File: src/rtl/otp_merge_pkg.sv
package otp_merge_pkg;
  localparam int REG_AW = 8;

  localparam logic [REG_AW-1:0] REG_PWR   = 8'h00;
  localparam logic [REG_AW-1:0] REG_STAT  = 8'h04;
  localparam logic [REG_AW-1:0] REG_AHI   = 8'h08;
  localparam logic [REG_AW-1:0] REG_ALO   = 8'h0C;
  localparam logic [REG_AW-1:0] REG_MODE  = 8'h10;
  localparam logic [REG_AW-1:0] REG_PDATA = 8'h14;
  localparam logic [REG_AW-1:0] REG_FUNC  = 8'h18;
  localparam logic [REG_AW-1:0] REG_GO    = 8'h1C;
  localparam logic [REG_AW-1:0] REG_RES   = 8'h20;
  localparam logic [REG_AW-1:0] REG_RDATA = 8'h24;

  localparam int STAT_BUSY = 0;
  localparam int STAT_PUMP = 1;
  localparam int RES_FAIL  = 0;
  localparam int RES_WDENY = 2;
  localparam int RES_RDENY = 3;

  localparam logic [7:0] FUNC_RD  = 8'h01;
  localparam logic [7:0] FUNC_PGM = 8'h02;

  typedef enum logic [2:0] {
    RC_OK        = 3'd0,
    RC_TIMEOUT   = 3'd1,
    RC_RD_DENY   = 3'd2,
    RC_WR_DENY   = 3'd3,
    RC_PROG_FAIL = 3'd4
  } rc_e;

  typedef enum logic [3:0] {
    S_IDLE, S_PWR_UP, S_POLL_PUMP, S_NEXT, S_FETCH, S_CMD,
    S_POLL_GO, S_POLL_BUSY, S_RESULT, S_RDATA, S_PWR_DN, S_DONE
  } seq_e;
endpackage

File: src/rtl/otp_poll_timer.sv
module otp_poll_timer #(
  parameter int LIMIT = 64,
  localparam int CW = $clog2(LIMIT + 1)
) (
  input  logic clk_i,
  input  logic rst_ni,
  input  logic clr_i,
  output logic expired_o
);
  logic [CW-1:0] cnt_q;

  always_ff @(posedge clk_i or negedge rst_ni) begin
    if (!rst_ni)                    cnt_q <= '0;
    else if (clr_i)                 cnt_q <= '0;
    else if (cnt_q != CW'(LIMIT))   cnt_q <= cnt_q + 1'b1;
  end

  assign expired_o = (cnt_q == CW'(LIMIT));

  AST_TIMER_STICKY: assert property (@(posedge clk_i) disable iff (!rst_ni)
    expired_o && !clr_i |=> expired_o);
endmodule

File: src/rtl/otp_cmd_rom.sv
module otp_cmd_rom
  import otp_merge_pkg::*;
#(
  parameter int OTP_AW = 13
) (
  input  logic              prog_i,
  input  logic [2:0]        step_i,
  input  logic [OTP_AW-1:0] offset_i,
  input  logic [7:0]        data_i,
  output logic [REG_AW-1:0] reg_o,
  output logic [31:0]       wdata_o,
  output logic              last_o
);
  logic [15:0] off16;
  assign off16 = 16'(offset_i);

  always_comb begin
    reg_o   = REG_GO;
    wdata_o = 32'd1;
    last_o  = 1'b0;
    if (!prog_i) begin
      case (step_i)
        3'd0:    begin reg_o = REG_AHI;  wdata_o = {24'd0, off16[15:8]}; end
        3'd1:    begin reg_o = REG_ALO;  wdata_o = {24'd0, off16[7:0]};  end
        3'd2:    begin reg_o = REG_FUNC; wdata_o = {24'd0, FUNC_RD};     end
        default: last_o = 1'b1;
      endcase
    end else begin
      case (step_i)
        3'd0:    begin reg_o = REG_AHI;   wdata_o = {24'd0, off16[15:8]}; end
        3'd1:    begin reg_o = REG_ALO;   wdata_o = {24'd0, off16[7:0]};  end
        3'd2:    begin reg_o = REG_MODE;  wdata_o = 32'd1;                end
        3'd3:    begin reg_o = REG_PDATA; wdata_o = {24'd0, data_i};      end
        3'd4:    begin reg_o = REG_FUNC;  wdata_o = {24'd0, FUNC_PGM};    end
        default: last_o = 1'b1;
      endcase
    end
  end
endmodule

File: src/rtl/otp_merge_seq.sv
module otp_merge_seq
  import otp_merge_pkg::*;
#(
  parameter int OTP_AW      = 13,
  parameter int TIMEOUT_CYC = 64,
  localparam int CNT_W      = OTP_AW + 1
) (
  input  logic              clk_i,
  input  logic              rst_ni,
  input  logic              req_valid_i,
  output logic              req_ready_o,
  input  logic [OTP_AW-1:0] req_offset_i,
  input  logic [CNT_W-1:0]  req_count_i,
  input  logic              byte_valid_i,
  output logic              byte_ready_o,
  input  logic [7:0]        byte_data_i,
  output logic              done_o,
  output logic [2:0]        status_o,
  output logic              bus_req_o,
  output logic              bus_we_o,
  output logic [REG_AW-1:0] bus_addr_o,
  output logic [31:0]       bus_wdata_o,
  input  logic              bus_ack_i,
  input  logic [31:0]       bus_rdata_i
);
  seq_e              state_q;
  logic [2:0]        step_q;
  logic [OTP_AW-1:0] addr_q;
  logic [CNT_W-1:0]  rem_q;
  logic [7:0]        in_q, new_q;
  logic              prog_q;
  rc_e               rc_q;

  logic              xfer, flag, in_poll, tmr_clr, expired;
  logic [REG_AW-1:0] rom_reg;
  logic [31:0]       rom_wdata;
  logic              rom_last;
  logic [7:0]        rd_byte;
  logic              unused_rdata;

  assign xfer         = bus_req_o & bus_ack_i;
  assign rd_byte      = bus_rdata_i[7:0];
  assign unused_rdata = ^bus_rdata_i[31:8];

  otp_cmd_rom #(.OTP_AW(OTP_AW)) u_rom (
    .prog_i  (prog_q),
    .step_i  (step_q),
    .offset_i(addr_q),
    .data_i  (new_q),
    .reg_o   (rom_reg),
    .wdata_o (rom_wdata),
    .last_o  (rom_last)
  );

  always_comb begin
    in_poll = 1'b1;
    flag    = 1'b0;
    case (state_q)
      S_POLL_PUMP: flag = bus_rdata_i[STAT_PUMP];
      S_POLL_GO:   flag = bus_rdata_i[0];
      S_POLL_BUSY: flag = bus_rdata_i[STAT_BUSY];
      default:     in_poll = 1'b0;
    endcase
  end

  assign tmr_clr = !in_poll | (xfer & !flag);

  otp_poll_timer #(.LIMIT(TIMEOUT_CYC)) u_tmr (
    .clk_i    (clk_i),
    .rst_ni   (rst_ni),
    .clr_i    (tmr_clr),
    .expired_o(expired)
  );

  always_comb begin
    bus_req_o   = 1'b1;
    bus_we_o    = 1'b0;
    bus_addr_o  = REG_STAT;
    bus_wdata_o = 32'd0;
    case (state_q)
      S_PWR_UP:    begin bus_we_o = 1'b1; bus_addr_o = REG_PWR; end
      S_POLL_PUMP: bus_addr_o = REG_STAT;
      S_CMD:       begin bus_we_o = 1'b1; bus_addr_o = rom_reg; bus_wdata_o = rom_wdata; end
      S_POLL_GO:   bus_addr_o = REG_GO;
      S_POLL_BUSY: bus_addr_o = REG_STAT;
      S_RESULT:    bus_addr_o = REG_RES;
      S_RDATA:     bus_addr_o = REG_RDATA;
      S_PWR_DN:    begin bus_we_o = 1'b1; bus_addr_o = REG_PWR; bus_wdata_o = 32'd1; end
      default:     bus_req_o = 1'b0;
    endcase
  end

  always_ff @(posedge clk_i or negedge rst_ni) begin
    if (!rst_ni) begin
      state_q <= S_IDLE;
      step_q  <= '0;
      addr_q  <= '0;
      rem_q   <= '0;
      in_q    <= '0;
      new_q   <= '0;
      prog_q  <= 1'b0;
      rc_q    <= RC_OK;
    end else begin
      case (state_q)
        S_IDLE: if (req_valid_i) begin
          addr_q  <= req_offset_i;
          rem_q   <= req_count_i;
          rc_q    <= RC_OK;
          state_q <= S_PWR_UP;
        end
        S_PWR_UP: if (xfer) state_q <= S_POLL_PUMP;
        S_POLL_PUMP: if (xfer) begin
          if (!flag) state_q <= S_NEXT;
          else if (expired) begin rc_q <= RC_TIMEOUT; state_q <= S_PWR_DN; end
        end
        S_NEXT: state_q <= (rem_q == '0) ? S_PWR_DN : S_FETCH;
        S_FETCH: if (byte_valid_i) begin
          in_q <= byte_data_i;
          if (byte_data_i == 8'd0) begin
            addr_q  <= addr_q + 1'b1;
            rem_q   <= rem_q - 1'b1;
            state_q <= S_NEXT;
          end else begin
            prog_q  <= 1'b0;
            step_q  <= '0;
            state_q <= S_CMD;
          end
        end
        S_CMD: if (xfer) begin
          if (rom_last) state_q <= S_POLL_GO;
          else          step_q  <= step_q + 1'b1;
        end
        S_POLL_GO: if (xfer) begin
          if (!flag) state_q <= S_POLL_BUSY;
          else if (expired) begin rc_q <= RC_TIMEOUT; state_q <= S_PWR_DN; end
        end
        S_POLL_BUSY: if (xfer) begin
          if (!flag) state_q <= S_RESULT;
          else if (expired) begin rc_q <= RC_TIMEOUT; state_q <= S_PWR_DN; end
        end
        S_RESULT: if (xfer) begin
          if (!prog_q) begin
            if (bus_rdata_i[RES_RDENY]) begin rc_q <= RC_RD_DENY; state_q <= S_PWR_DN; end
            else state_q <= S_RDATA;
          end else if (bus_rdata_i[RES_WDENY]) begin
            rc_q <= RC_WR_DENY; state_q <= S_PWR_DN;
          end else if (bus_rdata_i[RES_FAIL]) begin
            rc_q <= RC_PROG_FAIL; state_q <= S_PWR_DN;
          end else begin
            addr_q  <= addr_q + 1'b1;
            rem_q   <= rem_q - 1'b1;
            state_q <= S_NEXT;
          end
        end
        S_RDATA: if (xfer) begin
          new_q <= rd_byte | in_q;
          if ((rd_byte | in_q) == rd_byte) begin
            addr_q  <= addr_q + 1'b1;
            rem_q   <= rem_q - 1'b1;
            state_q <= S_NEXT;
          end else begin
            prog_q  <= 1'b1;
            step_q  <= '0;
            state_q <= S_CMD;
          end
        end
        S_PWR_DN: if (xfer) state_q <= S_DONE;
        S_DONE:   state_q <= S_IDLE;
        default:  state_q <= S_IDLE;
      endcase
    end
  end

  assign req_ready_o  = (state_q == S_IDLE);
  assign byte_ready_o = (state_q == S_FETCH);
  assign done_o       = (state_q == S_DONE);
  assign status_o     = rc_q;

  AST_START_POWER_UP: assert property (@(posedge clk_i) disable iff (!rst_ni)
    req_valid_i && req_ready_o |=> bus_req_o && bus_we_o && bus_addr_o == REG_PWR && !bus_wdata_o[0]);
  AST_BUS_HOLD: assert property (@(posedge clk_i) disable iff (!rst_ni)
    bus_req_o && !bus_ack_i |=> bus_req_o && $stable(bus_addr_o) && $stable(bus_we_o) && $stable(bus_wdata_o));
  AST_NO_BUS_ON_FETCH: assert property (@(posedge clk_i) disable iff (!rst_ni)
    byte_ready_o |-> !bus_req_o);
  AST_DONE_ONE_CYCLE: assert property (@(posedge clk_i) disable iff (!rst_ni)
    done_o |=> !done_o);
  AST_DONE_AFTER_PD: assert property (@(posedge clk_i) disable iff (!rst_ni)
    done_o |-> $past(bus_req_o && bus_ack_i && bus_we_o && bus_addr_o == REG_PWR && bus_wdata_o[0]));
  AST_STATUS_STABLE: assert property (@(posedge clk_i) disable iff (!rst_ni)
    !req_ready_o && !$rose(bus_req_o) && !bus_req_o && !byte_ready_o |-> $stable(status_o));
endmodule

File: config.mk
export PLATFORM = sky130hd
export DESIGN_NAME = otp_merge_seq
export DESIGN_NICKNAME = d
export VERILOG_FILES = /design/src/rtl/otp_merge_pkg.sv /design/src/rtl/otp_poll_timer.sv /design/src/rtl/otp_cmd_rom.sv /design/src/rtl/otp_merge_seq.sv
export SDC_FILE = /design/constraint.sdc
export NUM_CORES = 1
export LEC_CHECK = 0
export CAP_MARGIN = 0
export CORE_MARGIN = 8
export CORE_UTILIZATION = 49
export DETAILED_ROUTE_END_ITERATION = 10
export PLACE_DENSITY = 0.83
export SLEW_MARGIN = 40
export SYNTH_ARGS = -nofsm -noshare
export SYNTH_HDL_FRONTEND = slang
export SYNTH_SLANG_ARGS = --single-unit
File: constraint.sdc
create_clock -name clk_i -period 2.7 [get_ports clk_i]
set_clock_uncertainty 0.1 [all_clocks]
set_input_delay 0.675 -clock clk_i [delete_from_list [all_inputs] [get_ports clk_i]]
set_output_delay 0.675 -clock clk_i [all_outputs]
set_load 0.02 [all_outputs]
==> impl_metrics.py <==
metrics = {
    "clock_tree": {
        "cts_tree": "yes",
        "clockRootBuffer": "clkbuf_8",
        "htree_levels": 3,
        "cts_hold_buf": 0,
        "cts_inserted_buffers": 9,
        "ctsLongestPathBuffers": 2,
        "cts.clk_slew.worst_paths_ns": 0.07,
        "insertion_delay_ns": 0.35,
        "cts_sinks": 61,
    },
    "logic_synthesis": {
        "synth.distinct_cells": 63,
        "synthArstFlopShare_pct": 100,
        "netlist_instances": 515,
        "ys_warn_count": 0,
        "synth_top_area_share_pct": 34.6,
        "yosys-top-cells-area": "dfrtp_1 (35%), buf_4 (5.1%), o2bb2ai_1 (4.2%)",
        "synth_ff_type": "dfrtp_1",
        "syn_area_per_cell_um2": 8.56,
        "synth_area_um2": 4410,
        "yosysSeqAreaShare_pct": 34.6,
        "ys_seq_elements": 61,
        "synth_top_area_cell": "dfrtp_1",
        "synth_edf_count": 0,
    },
    "timing": {
        "min_period_ns": 2.78,
        "setup-violations-final": 7,
        "rsz0062_at_grt": "yes",
        "slew-limit-headroom_pct": 60.5,
        "finalCritPeriodShare_pct": 103,
        "tightest_slew_ns": 0.587,
        "hold_viol": 0,
        "tns_ns": -0.279,
        "slew_violations": 0,
        "max_freq_mhz": 359,
        "fin_ws_ns": -0.0839,
    },
    "finish": {
        "final_cell_area_um2": 5740,
        "layout_common_cells": "dfrtp_1 (61), buf_4 (50), clkdlybuf4s50_1 (49)",
        "layout_commonest_cell": "dfrtp_1",
        "area_delta_synth_final_pct": 30.3,
        "antenna_cells": 0,
        "layout.nets": 695,
        "drive_above_1_share_pct": 21.3,
    },
    "die": {
        "fp-row-count": 34,
        "fp.coreArea_um2": 8720,
        "io_pins": 120,
        "fp.dieH_um": 111,
        "die_w_um": 111,
        "die-area_um2": 12300,
        "start_util_pct": 50.6,
    },
    "place": {
        "place_area_um2": 5390,
        "gp_routability_congestion": 0.925,
        "portBuffers": 67,
        "place.detailed.hpwl_um": 9610,
    },
    "worst_setup_path": {
        "cp_common_cell": "buf_6",
        "crit_path_start_kind": "register",
        "slowest_stage": "dfrtp_1",
        "crit_buf_inv": 2,
        "cp_cell_sequence": "ha_2 -> ha_4 -> and2_4 -> buf_6 -> nor2_4 -> a21oi_2 -> o32a_1 -> buf_6",
        "cp_max_fo": 4,
        "critPathKind": "reg -> out",
        "arrival_ns": 2.01,
        "path_delay_family": "flip-flops",
        "cp-end-kind": "output port",
        "required_ns": 1.92,
        "max_stage_delay_ns": 0.41,
    },
    "run": {
        "cap_violations": 0,
    },
    "run_status": {
        "failed_checks": "negative setup slack",
        "status": "finished, violations left",
    },
    "grt": {
        "grt_pass1_vias": 4437,
        "gr-total-overflow": 0,
        "track_usage_pct": 21.1,
        "grt_pass1_wl_um": 22100,
        "antenna_found_initial": 0,
        "grt_max_degree": 42,
    },
    "route": {
        "num_vias": 4475,
        "drt_first_pass_iters": 5,
        "viasPerCell": 6.16,
        "antenna_left": 0,
        "drt_iter0_markers": 395,
        "drc_errors": 0,
        "wirelength_um": 13300,
        "wl_per_cell_um": 18.4,
    },
    "hold_path": {
        "hp-class": "in -> async",
    },
    "power": {
        "ir_drop_uv": 553,
        "power_density_nw_per_um2": 1070,
        "leakage_nw": 2.40,
    },
}
-- cell usage after synthesis (all sizes together), types with 16 or more instances --
cell type,n
buf,46
mux2,16
nand2,43
clkbuf,18
o2bb2ai,21
a21oi,30
inv,17
nand4,19
nor2,33
o21ai,35
nor3,17
dfrtp,61
-- metal layers --
| metal | share of wire [%] | GRT usage [%] | up-vias |
|---|---|---|---|
| li1 | - | - | 2063 |
| met1 | 43 | 26.6 | 2148 |
| met2 | 49 | 34.8 | 243 |
| met3 | 6.7 | 5.52 | 21 |
| met4 | 1.3 | 5.95 | 0 |
| met5 | 0 | 0 | - |
-- final timing paths --
check	start	to	slack, ns	cells after the start
worst max register to register	state_q[1]$_DFFE_PN0P_	rem_q[0]$_DFFE_PN0P_	0.26	7
worst min-delay path	rst_ni	rem_q[8]$_DFFE_PN0P_	0.20	1
min in group clk_i	rem_q[12]$_DFFE_PN0P_	rem_q[12]$_DFFE_PN0P_	0.40	1
worst min register to register	rem_q[12]$_DFFE_PN0P_	rem_q[12]$_DFFE_PN0P_	0.40	1
max in group asynchronous	rst_ni	new_q[1]$_DFFE_PN0P_	1.70	2
worst max-delay path	step_q[1]$_DFFE_PN0P_	bus_addr_o[2]	-0.08	8
-- repair_timing --
action                     4_1_cts  5_1_grt
setup buffers                    4        2
pin swaps                       11       10
gates resized for setup         77       18
setup endpoints to repair       17       13
-- registers in the layout, indices dropped and copies added (netlist names) --
| name | count |
|---|---|
| rem_q | 14 |
| addr_q | 13 |
| in_q | 8 |
| new_q | 8 |
| u_tmr.cnt_q | 7 |
| state_q | 4 |
| status_o | 3 |
| step_q | 3 |
| prog_q | 1 |
-- logic make-up (layout without fill, tap and decap cells) --
logic type / count (synthesis) / count (layout) / synth area share, %
multiplexers: 18 / 18 / 4.63
flip-flops: 61 / 61 / 34.6
adder cells (fa/ha/maj): 9 / 9 / 2.55
other: 1 / 28 / 0.0850
AND/OR/NAND/NOR: 189 / 189 / 22.7
buffers and inverters: 81 / 158 / 10.3
AO/OA/AOI/OAI: 151 / 151 / 24.1
XOR/XNOR: 5 / 5 / 0.993
-- area by class of cell --
type | count | area (um^2)
well taps | 108 | 135
clock buffers | 12 | 145
repair buffers | 125 | 1140
flip-flops and latches | 61 | 1530
multi-input cells | 400 | 2680
fillers | 718 | 2980
clock inverters | 4 | 47.5
inverters | 17 | 68.8
-- metrics by stage --
step | hold WS (ns) | setup WS (ns) | power (mW) | util, % | std cells
after global routing | 0.234 | -0.153 | 6.55 | 65.9 | 727
after detailed placement | 0.379 | -0.193 | 5.04 | 61.8 | 705
after floorplan | 0.279 | 0.143 | 3.84 | - | 542
after global placement | 0.370 | -0.215 | 4.90 | 61.4 | 703
after CTS | 0.198 | -0.0860 | 6.02 | 65.5 | 725
final | 0.198 | -0.0839 | 6.15 | 65.9 | 727
-- report_power, final --
part	switching (mW)	internal, mW	total, mW
Sequential	0.427	1.30	1.72
Combinational	1.95	1.67	3.61
Clock	0.368	0.449	0.817
Total	2.74	3.41	6.15
No activity file was read; power rests on OpenSTA's default activity.
